`src/rtl/vph_pkg.sv`:
```
package vph_pkg;
  parameter int EA_W      = 64;
  parameter int VSID_W    = 37;
  parameter int VPN_W     = 64;
  parameter int HASH_W    = 39;
  parameter int PS_W      = 5;
  parameter int PAGE_BASE = 12;
  parameter int SEG_S     = 28;
  parameter int SEG_L     = 40;
  parameter int XOR_SHL   = 25;

  localparam int LOW_S = SEG_S - PAGE_BASE;
  localparam int LOW_L = SEG_L - PAGE_BASE;

  typedef logic [VPN_W-1:0]  vpn_t;
  typedef logic [HASH_W-1:0] hash_t;

  function automatic logic ps_legal(input logic [PS_W-1:0] ps);
    return (ps == PS_W'(12)) || (ps == PS_W'(16)) || (ps == PS_W'(24));
  endfunction

  function automatic vpn_t make_vpn(input logic [EA_W-1:0] ea,
                                    input logic [VSID_W-1:0] vsid,
                                    input logic seg_1t);
    int   lw;
    vpn_t pg;
    lw = seg_1t ? LOW_L : LOW_S;
    pg = VPN_W'(ea >> PAGE_BASE) & ((VPN_W'(1) << lw) - VPN_W'(1));
    return (VPN_W'(vsid) << lw) | pg;
  endfunction

  function automatic hash_t make_hash(input vpn_t vpn, input logic seg_1t,
                                      input logic [PS_W-1:0] ps);
    vpn_t lowpart, seg, h;
    logic [PS_W-1:0] sh;
    sh = ps - PS_W'(PAGE_BASE);
    if (!seg_1t) begin
      lowpart = vpn & ((VPN_W'(1) << LOW_S) - VPN_W'(1));
      h = (vpn >> LOW_S) ^ (lowpart >> sh);
    end else begin
      seg = vpn >> LOW_L;
      lowpart = vpn & ((VPN_W'(1) << LOW_L) - VPN_W'(1));
      h = seg ^ (seg << XOR_SHL) ^ (lowpart >> sh);
    end
    return h[HASH_W-1:0];
  endfunction
endpackage

```
`src/rtl/vph_vpn_unit.sv`:
```
module vph_vpn_unit import vph_pkg::*; (
  input  logic [EA_W-1:0]   ea,
  input  logic [VSID_W-1:0] vsid,
  input  logic              seg_1t,
  output vpn_t              vpn
);
  assign vpn = make_vpn(ea, vsid, seg_1t);
endmodule

```
`src/rtl/vph_hash_unit.sv`:
```
module vph_hash_unit import vph_pkg::*; (
  input  vpn_t            vpn,
  input  logic            seg_1t,
  input  logic [PS_W-1:0] pshift,
  input  logic            secondary,
  output logic            legal,
  output hash_t           hash
);
  hash_t primary;
  assign legal   = ps_legal(pshift);
  assign primary = make_hash(vpn, seg_1t, pshift);
  assign hash    = secondary ? ~primary : primary;
endmodule

```
`src/rtl/vph_mask_reg.sv`:
```
module vph_mask_reg import vph_pkg::*; (
  input  logic  clk,
  input  logic  rst_n,
  input  logic  we,
  input  hash_t wdata,
  output hash_t mask_q
);
  always_ff @(posedge clk) begin
    if (!rst_n)  mask_q <= '1;
    else if (we) mask_q <= wdata;
  end
endmodule

```
`src/rtl/vpage_hash.sv`:
```
module vpage_hash import vph_pkg::*; (
  input  logic              clk,
  input  logic              rst_n,
  input  logic              in_valid,
  input  logic [EA_W-1:0]   in_ea,
  input  logic [VSID_W-1:0] in_vsid,
  input  logic              in_seg_1t,
  input  logic [PS_W-1:0]   in_pshift,
  input  logic              in_secondary,
  input  logic              mask_we,
  input  logic [HASH_W-1:0] mask_wdata,
  output logic              out_valid,
  output logic              out_err,
  output logic [VPN_W-1:0]  out_vpn,
  output logic [HASH_W-1:0] out_hash,
  output logic [HASH_W-1:0] out_group
);
  vpn_t  vpn_c;
  hash_t hash_c;
  hash_t mask_q;
  logic  legal_c;
  logic  acc_ok;
  logic  acc_bad;

  vph_vpn_unit u_vpn (.ea(in_ea), .vsid(in_vsid), .seg_1t(in_seg_1t), .vpn(vpn_c));

  vph_hash_unit u_hash (.vpn(vpn_c), .seg_1t(in_seg_1t), .pshift(in_pshift),
                        .secondary(in_secondary), .legal(legal_c), .hash(hash_c));

  vph_mask_reg u_mask (.clk(clk), .rst_n(rst_n), .we(mask_we),
                       .wdata(mask_wdata), .mask_q(mask_q));

  assign acc_ok  = in_valid &  legal_c;
  assign acc_bad = in_valid & ~legal_c;

  always_ff @(posedge clk) begin
    if (!rst_n) begin
      out_valid <= 1'b0;
      out_err   <= 1'b0;
      out_vpn   <= '0;
      out_hash  <= '0;
      out_group <= '0;
    end else begin
      out_valid <= acc_ok;
      out_err   <= acc_bad;
      if (acc_ok) begin
        out_vpn   <= vpn_c;
        out_hash  <= hash_c;
        out_group <= hash_c & mask_q;
      end
    end
  end
endmodule

```
`config.mk`:
```
export PLATFORM = sky130hd
export DESIGN_NAME = vpage_hash
export DESIGN_NICKNAME = d
export VERILOG_FILES = /design/src/rtl/vph_pkg.sv /design/src/rtl/vph_vpn_unit.sv /design/src/rtl/vph_hash_unit.sv /design/src/rtl/vph_mask_reg.sv /design/src/rtl/vpage_hash.sv
export SDC_FILE = /design/constraint.sdc
export NUM_CORES = 1
export LEC_CHECK = 0
export BUFFER_PORTS_ARGS = -buffer_cell sky130_fd_sc_hd__buf_2
export CAP_MARGIN = 20
export CORE_MARGIN = 2
export CORE_UTILIZATION = 50
export CTS_CLUSTER_DIAMETER = 30
export DETAILED_ROUTE_END_ITERATION = 7
export GPL_TIMING_DRIVEN = 1
export PLACE_DENSITY = 0.84
export SETUP_SLACK_MARGIN = 0.3
export SLEW_MARGIN = 10
export SYNTH_ARGS = -nofsm -noshare
export SYNTH_HDL_FRONTEND = slang
export SYNTH_SLANG_ARGS = --single-unit
```
`constraint.sdc`:
```
create_clock -name clk -period 3.8 [get_ports clk]
set_input_delay 0.38 -clock clk [delete_from_list [all_inputs] [get_ports clk]]
set_output_delay 0.38 -clock clk [all_outputs]
set_load 0.005 [all_outputs]
```
======== Yosys cells after proc, flatten, opt, wreduce, memory -nomap -nowiden ========
Index checks and enable logic that the tools add are counted.
storage, ports and cells
  word-level logic and storage cells ...... 30
  ROM bits ................................ 0
  output and inout bits ................... 144
  memories kept ........................... 0
  register bits after elaboration ......... 183
  bits in latches ......................... 0
  memory bits (writable) .................. 0
cells by class
  reduce and logical (&&, ||, !) cells .... 2
  order comparisons ....................... 0
  eq/ne operators ......................... 3
  multipliers ............................. 0
  mux-type cells .......................... 3
  bitwise logic cells ..................... 10
  shifts and indexed selects .............. 4
  div/mod/pow operators ................... 0
  add/subtract/negate cells ............... 2
operators with widths
  kind                                                                    number
  39-bit 2-to-1 mux                                                       2
  39-bit bitwise XOR                                                      2
  52-bit by 64-bit bitwise AND with 64-bit output                         1
  64-bit OR                                                               1
  1-bit by 32-bit << shifter with 64-bit output (first input constant)    1
  37-bit by 32-bit << shifter with 64-bit output                          1
  64-bit by 1-bit subtractor with 64-bit output (second input constant)   1
  39-bit bitwise AND                                                      1
  39-bit inverter                                                         1
  16-bit by 5-bit >> shifter with 39-bit output                           1
  28-bit by 5-bit >> shifter with 39-bit output                           1
  36-bit by 39-bit bitwise XOR with 39-bit output                         1
  5-bit equality test (second input constant)                             2
  5-bit by 4-bit equality test with 1-bit output (second input constant)  1
  5-bit by 4-bit subtractor with 5-bit output (second input constant)     1
  4-bit 2-to-1 mux                                                        1
  1-bit bitwise AND                                                       2
  1-bit logical OR                                                        2
  1-bit inverter                                                          1

======== Logic depth before layout (Yosys ltp) ========
  word-level depth ........................ 11
  depth in mapped cells ................... 13
  gate-level depth less buffers ........... 9

======== Hierarchy ========
Synthesis repeated with hierarchy kept, for this count alone.
unflattened totals
  cells, all modules ...................... 1268
  area total of the unflattened synthesis .. 11508.5 um^2
modules (own cells, without submodules)
  module         instances  cells each  area an instance (um^2)
  vpage_hash     1          653         6316.1
  vph_hash_unit  1          420         3130.5
  vph_mask_reg   1          126         1380.1
  vph_vpn_unit   1          69          681.9

======== Worst setup path before layout ========
OpenSTA, ideal clock, no wires.
  path kind ............................... input to register
  start ................................... in in_pshift[2]
  end ..................................... reg out_group[0]
  required time ........................... 3678 ps
  library setup time ...................... 122 ps
  path slack .............................. 1011 ps
  arrival time ............................ 2667 ps
  stages on the path ...................... 12
  cell sequence ........................... buf_4 > buf_6 > clkinv_1 > ha_1 > clkbuf_1 > clkbuf_1 > buf_2 > nand2_1 > nand4_1 > o211a_1 > nor2_1 > a221o_1
on the way
  cells in the longest elaborated chain, start to end .. 7
RTL lines
  item                                                                                                            RTL line                      text
  start: declaration                                                                                              vpage_hash.sv:8               input logic [PS_W-1:0] in_pshift,
  5-bit by 4-bit subtractor with 5-bit output                                                                     vph_pkg.sv:36                 sh = ps - PS_W'(PAGE_BASE);
  16-bit by 5-bit >> shifter with 39-bit output or 28-bit by 5-bit >> shifter with 39-bit output (tied branches)  vph_pkg.sv:39, vph_pkg.sv:43
  39-bit bitwise XOR (on tied branches)                                                                           vph_pkg.sv:39, vph_pkg.sv:43
  39-bit 2-to-1 mux                                                                                               vph_pkg.sv:37                 if (!seg_1t) begin
  39-bit inverter                                                                                                 vph_hash_unit.sv:12           assign hash = secondary ? ~primary : primary;
  39-bit 2-to-1 mux                                                                                               vph_hash_unit.sv:12
  39-bit bitwise AND                                                                                              vpage_hash.sv:49              out_group <= hash_c & mask_q;
  end signal: assignment                                                                                          vpage_hash.sv:49
  end: declaration                                                                                                vpage_hash.sv:16              output logic [HASH_W-1:0] out_group
Several ways; a longest one is shown, not always the timed one.
A chain may end at the register's enable or synchronous reset.

======== Worst setup path in the final report ========
  start ................................... in in_pshift[0]
  end ..................................... reg out_group[13]
The elaborated chain is that of the path after synthesis.

==> results.toml <==
[run_status]
run_status = "finished clean"

[detailed_routing]
postRouteWirelength_um = 33400
vias_per_cell = 5.88
wire_per_inst_um = 20.7
drc = 0
vias = 9488
first_pass_iters = 8
drt-initial-drc-count = 664
drtAntennaViolNets = 0

[yosys]
synth_largest_area_cell = "dfxtp_1"
synth_top_cell_area_share = 0.373
syn_area_mm2 = 0.00983
avgSynthCellArea_um2 = 8.71
synthDistinctLibCells = 77
ys_warn_count = 0
synth_edf_count = 0
yosysMostFrequentCell = "dfxtp_1"
yosys-top-cells-area = "dfxtp_1 37%, mux2i_1 9.3%, nand2_1 5.9%"
yosysSeqAreaShare = 0.373
synth.top_cells.by_count = "183 x dfxtp_1, 154 x nand2_1, 109 x nor2_1"
ys_async_sr_fraction = 0
synth_ff_type = "dfxtp_1"
synth_cells = 1128
synth_fp_nets = 1282
ys_seq_elements = 183

[timing]
period_minus_slack_ns = 2.71
setup_violations = 0
slew_headroom = 0.289
tns_ns = 0
fmax_mhz = 369
min_period_over_period = 0.714
slew_viol_final = 0
final-hold-violation-count = 0
rsz0062_at_grt = "no"
worst_slew_pin_slew_ns = 1.07
finClkSkew_ns = 0.00509

[die]
core_mm2 = 0.0194
dieArea_mm2 = 0.0208
ioPinCount = 295
die_h_um = 144
rows = 51
die_width_um = 144
start_util = 0.507

[grt]
grt_overflow = 0
antenna_found_initial = 1
grt_pass1_wl_um = 50000
grt_pass1_vias = 8730
grt_max_degree = 98
grt_usage = 0.313

[setup_path]
path_common_cell = "nand2_1"
r2r-start = "u_mask.mask_q[11]"
r2r_end = "out_group[11]"
cpPeakStageDelay_ns = 0.83
path_max_fanout = 27
crit_end = "out_group[13]"
r2r_cells = 4
worstSetupStartpoint = "in_pshift[0]"
crit_type = "in2reg"
cp_cell_sequence = "buf_2, buf_4, nor4_1, and2_4, nand2_1, inv_1, nand2_1, o21ai_1"
worstPathArrival_ns = 3.07
end_kind = "register"
crit_cells = 8
worstPathBufferInverterCount = 3
cp-start-kind = "primary input"
rrSetupSlack_ns = 2.81
slowest_stage = "nor4_1"
crit_family = "simple AND/OR/NAND/NOR gates"
crit_required_ns = 4.16

[clocking]
post-cts-setup-buffers = 0
htreeDepth = 4
clock_sinks = 183
cts_root_buf = "clkbuf_16"
clock_latency_ns = 0.44
cts_tree = "built"
hold_buffers = 0
post_cts_resized = 0
cts_buffers = 17
clk_pin_slew_worst_paths_ns = 0.08
clock_path_buffers = 2

[pwr]
p_leak_nw = 5.15
ir_drop_uv = 326
p_per_area_mw_per_mm2 = 409

[place]
dp.cells = 1580
dp_hpwl_um = 24500
gp_congestion = 0.969
port_buffers = 258

[min_path]
hp-class = "in2reg"
min-delay-start = "mask_wdata[5]"

[final_layout]
nets = 1489
area_delta_synth_final_pct = 20.5
drive_gt1_frac = 0.269
stdcell_count = 1614

[flow_run]
maxCapViolations = 0
## cell type report
class,count,area [µm²]
Antenna cell,1,2.50
Clock buffer,18,439
Clock inverter,14,181
Fill cell,1745,7550
Inverter,17,63.8
Multi-Input combinational cell,831,5640
Sequential cell,183,3660
Tap cell,265,332
Timing Repair Buffer,285,1530
## power breakdown
part	switching (W)	leakage, nW	internal (W)
clock network	0.000857	0.299	0.00102
logic	0.000584	3.37	0.000369
registers	0.0000352	1.49	0.00199
total	0.00148	5.15	0.00337
## sequential cells by signal, summed over array words and instances (netlist names)
| signal | count |
|---|---|
| out_vpn | 64 |
| out_group | 39 |
| u_mask.mask_q | 39 |
| out_err | 1 |
| out_valid | 1 |
| out_hash | 39 |
## per-stage QoR
stage / total power, W / setup WS [ns] / area, µm² / hold WS, ns / utilization
detailed placement: 0.00299 / 0.717 / 11200 / 0.435 / 0.577
CTS: 0.00485 / 1.15 / 11800 / 0.143 / 0.609
floorplan: 0.00265 / 1.01 / 9830 / 0.428 / -
finish: 0.00485 / 1.09 / 11800 / 0.153 / 0.611
global route: 0.00502 / 0.833 / 11800 / 0.153 / 0.611
global placement: 0.00298 / 0.765 / 11200 / 0.430 / 0.577
## layer usage
layer | GRT usage | up-vias | wire length, µm
met5 | 0 | - | 0
met1 | 0.419 | 4512 | 13900
met4 | 0.108 | 0 | 1140
met2 | 0.494 | 463 | 15200
met3 | 0.0808 | 70 | 3110
li1 | - | 4443 | -
## worst min path at each step
stage                         to  slack, ns  depth (start not counted)
6_report        u_mask.mask_q[5]       0.15                          3
5_1_grt        u_mask.mask_q[29]       0.15                          3
4_1_cts         u_mask.mask_q[5]       0.14                          3
3_5_place_dp        out_group[4]       0.44                          2
3_3_place_gp        out_group[4]       0.43                          2
2_1_floorplan      out_group[13]       0.43                          2
## cells in the final DEF (no fill, tap or decap), drive strengths merged, types with 6 or more instances in the layout
cell	count
mux2	18
xnor2	57
clkbuf	18
a22o	11
o211ai	13
mux2i	92
a22oi	16
o22ai	7
dfxtp	183
nor2	109
a311oi	13
xor2	21
nand3	35
a21oi	64
and2	6
mux4	14
nor2b	11
nor3	12
o31ai	7
nand2b	19
inv	22
o21ai	30
a221oi	6
a32o	10
nand2	154
a211oi	36
buf	285
## cell families (layout without fill, tap and decap cells)
kind of cell / after synthesis / count (layout) / synth area share
compound gates: 256 / 256 / 0.186
xor+xnor: 78 / 78 / 0.0695
fa+ha+maj: 3 / 3 / 0.00382
buf+inv: 114 / 334 / 0.0545
flops: 183 / 183 / 0.373
mux: 124 / 124 / 0.148
other cells: 0 / 1 / 0
simple gates: 370 / 370 / 0.165
## worst min-delay path: stages
cell and delay (ns):
buf_2 0.07, mux2i_1 0.05, nand2_1 0.05
No activity file was read; power rests on OpenSTA's default activity.
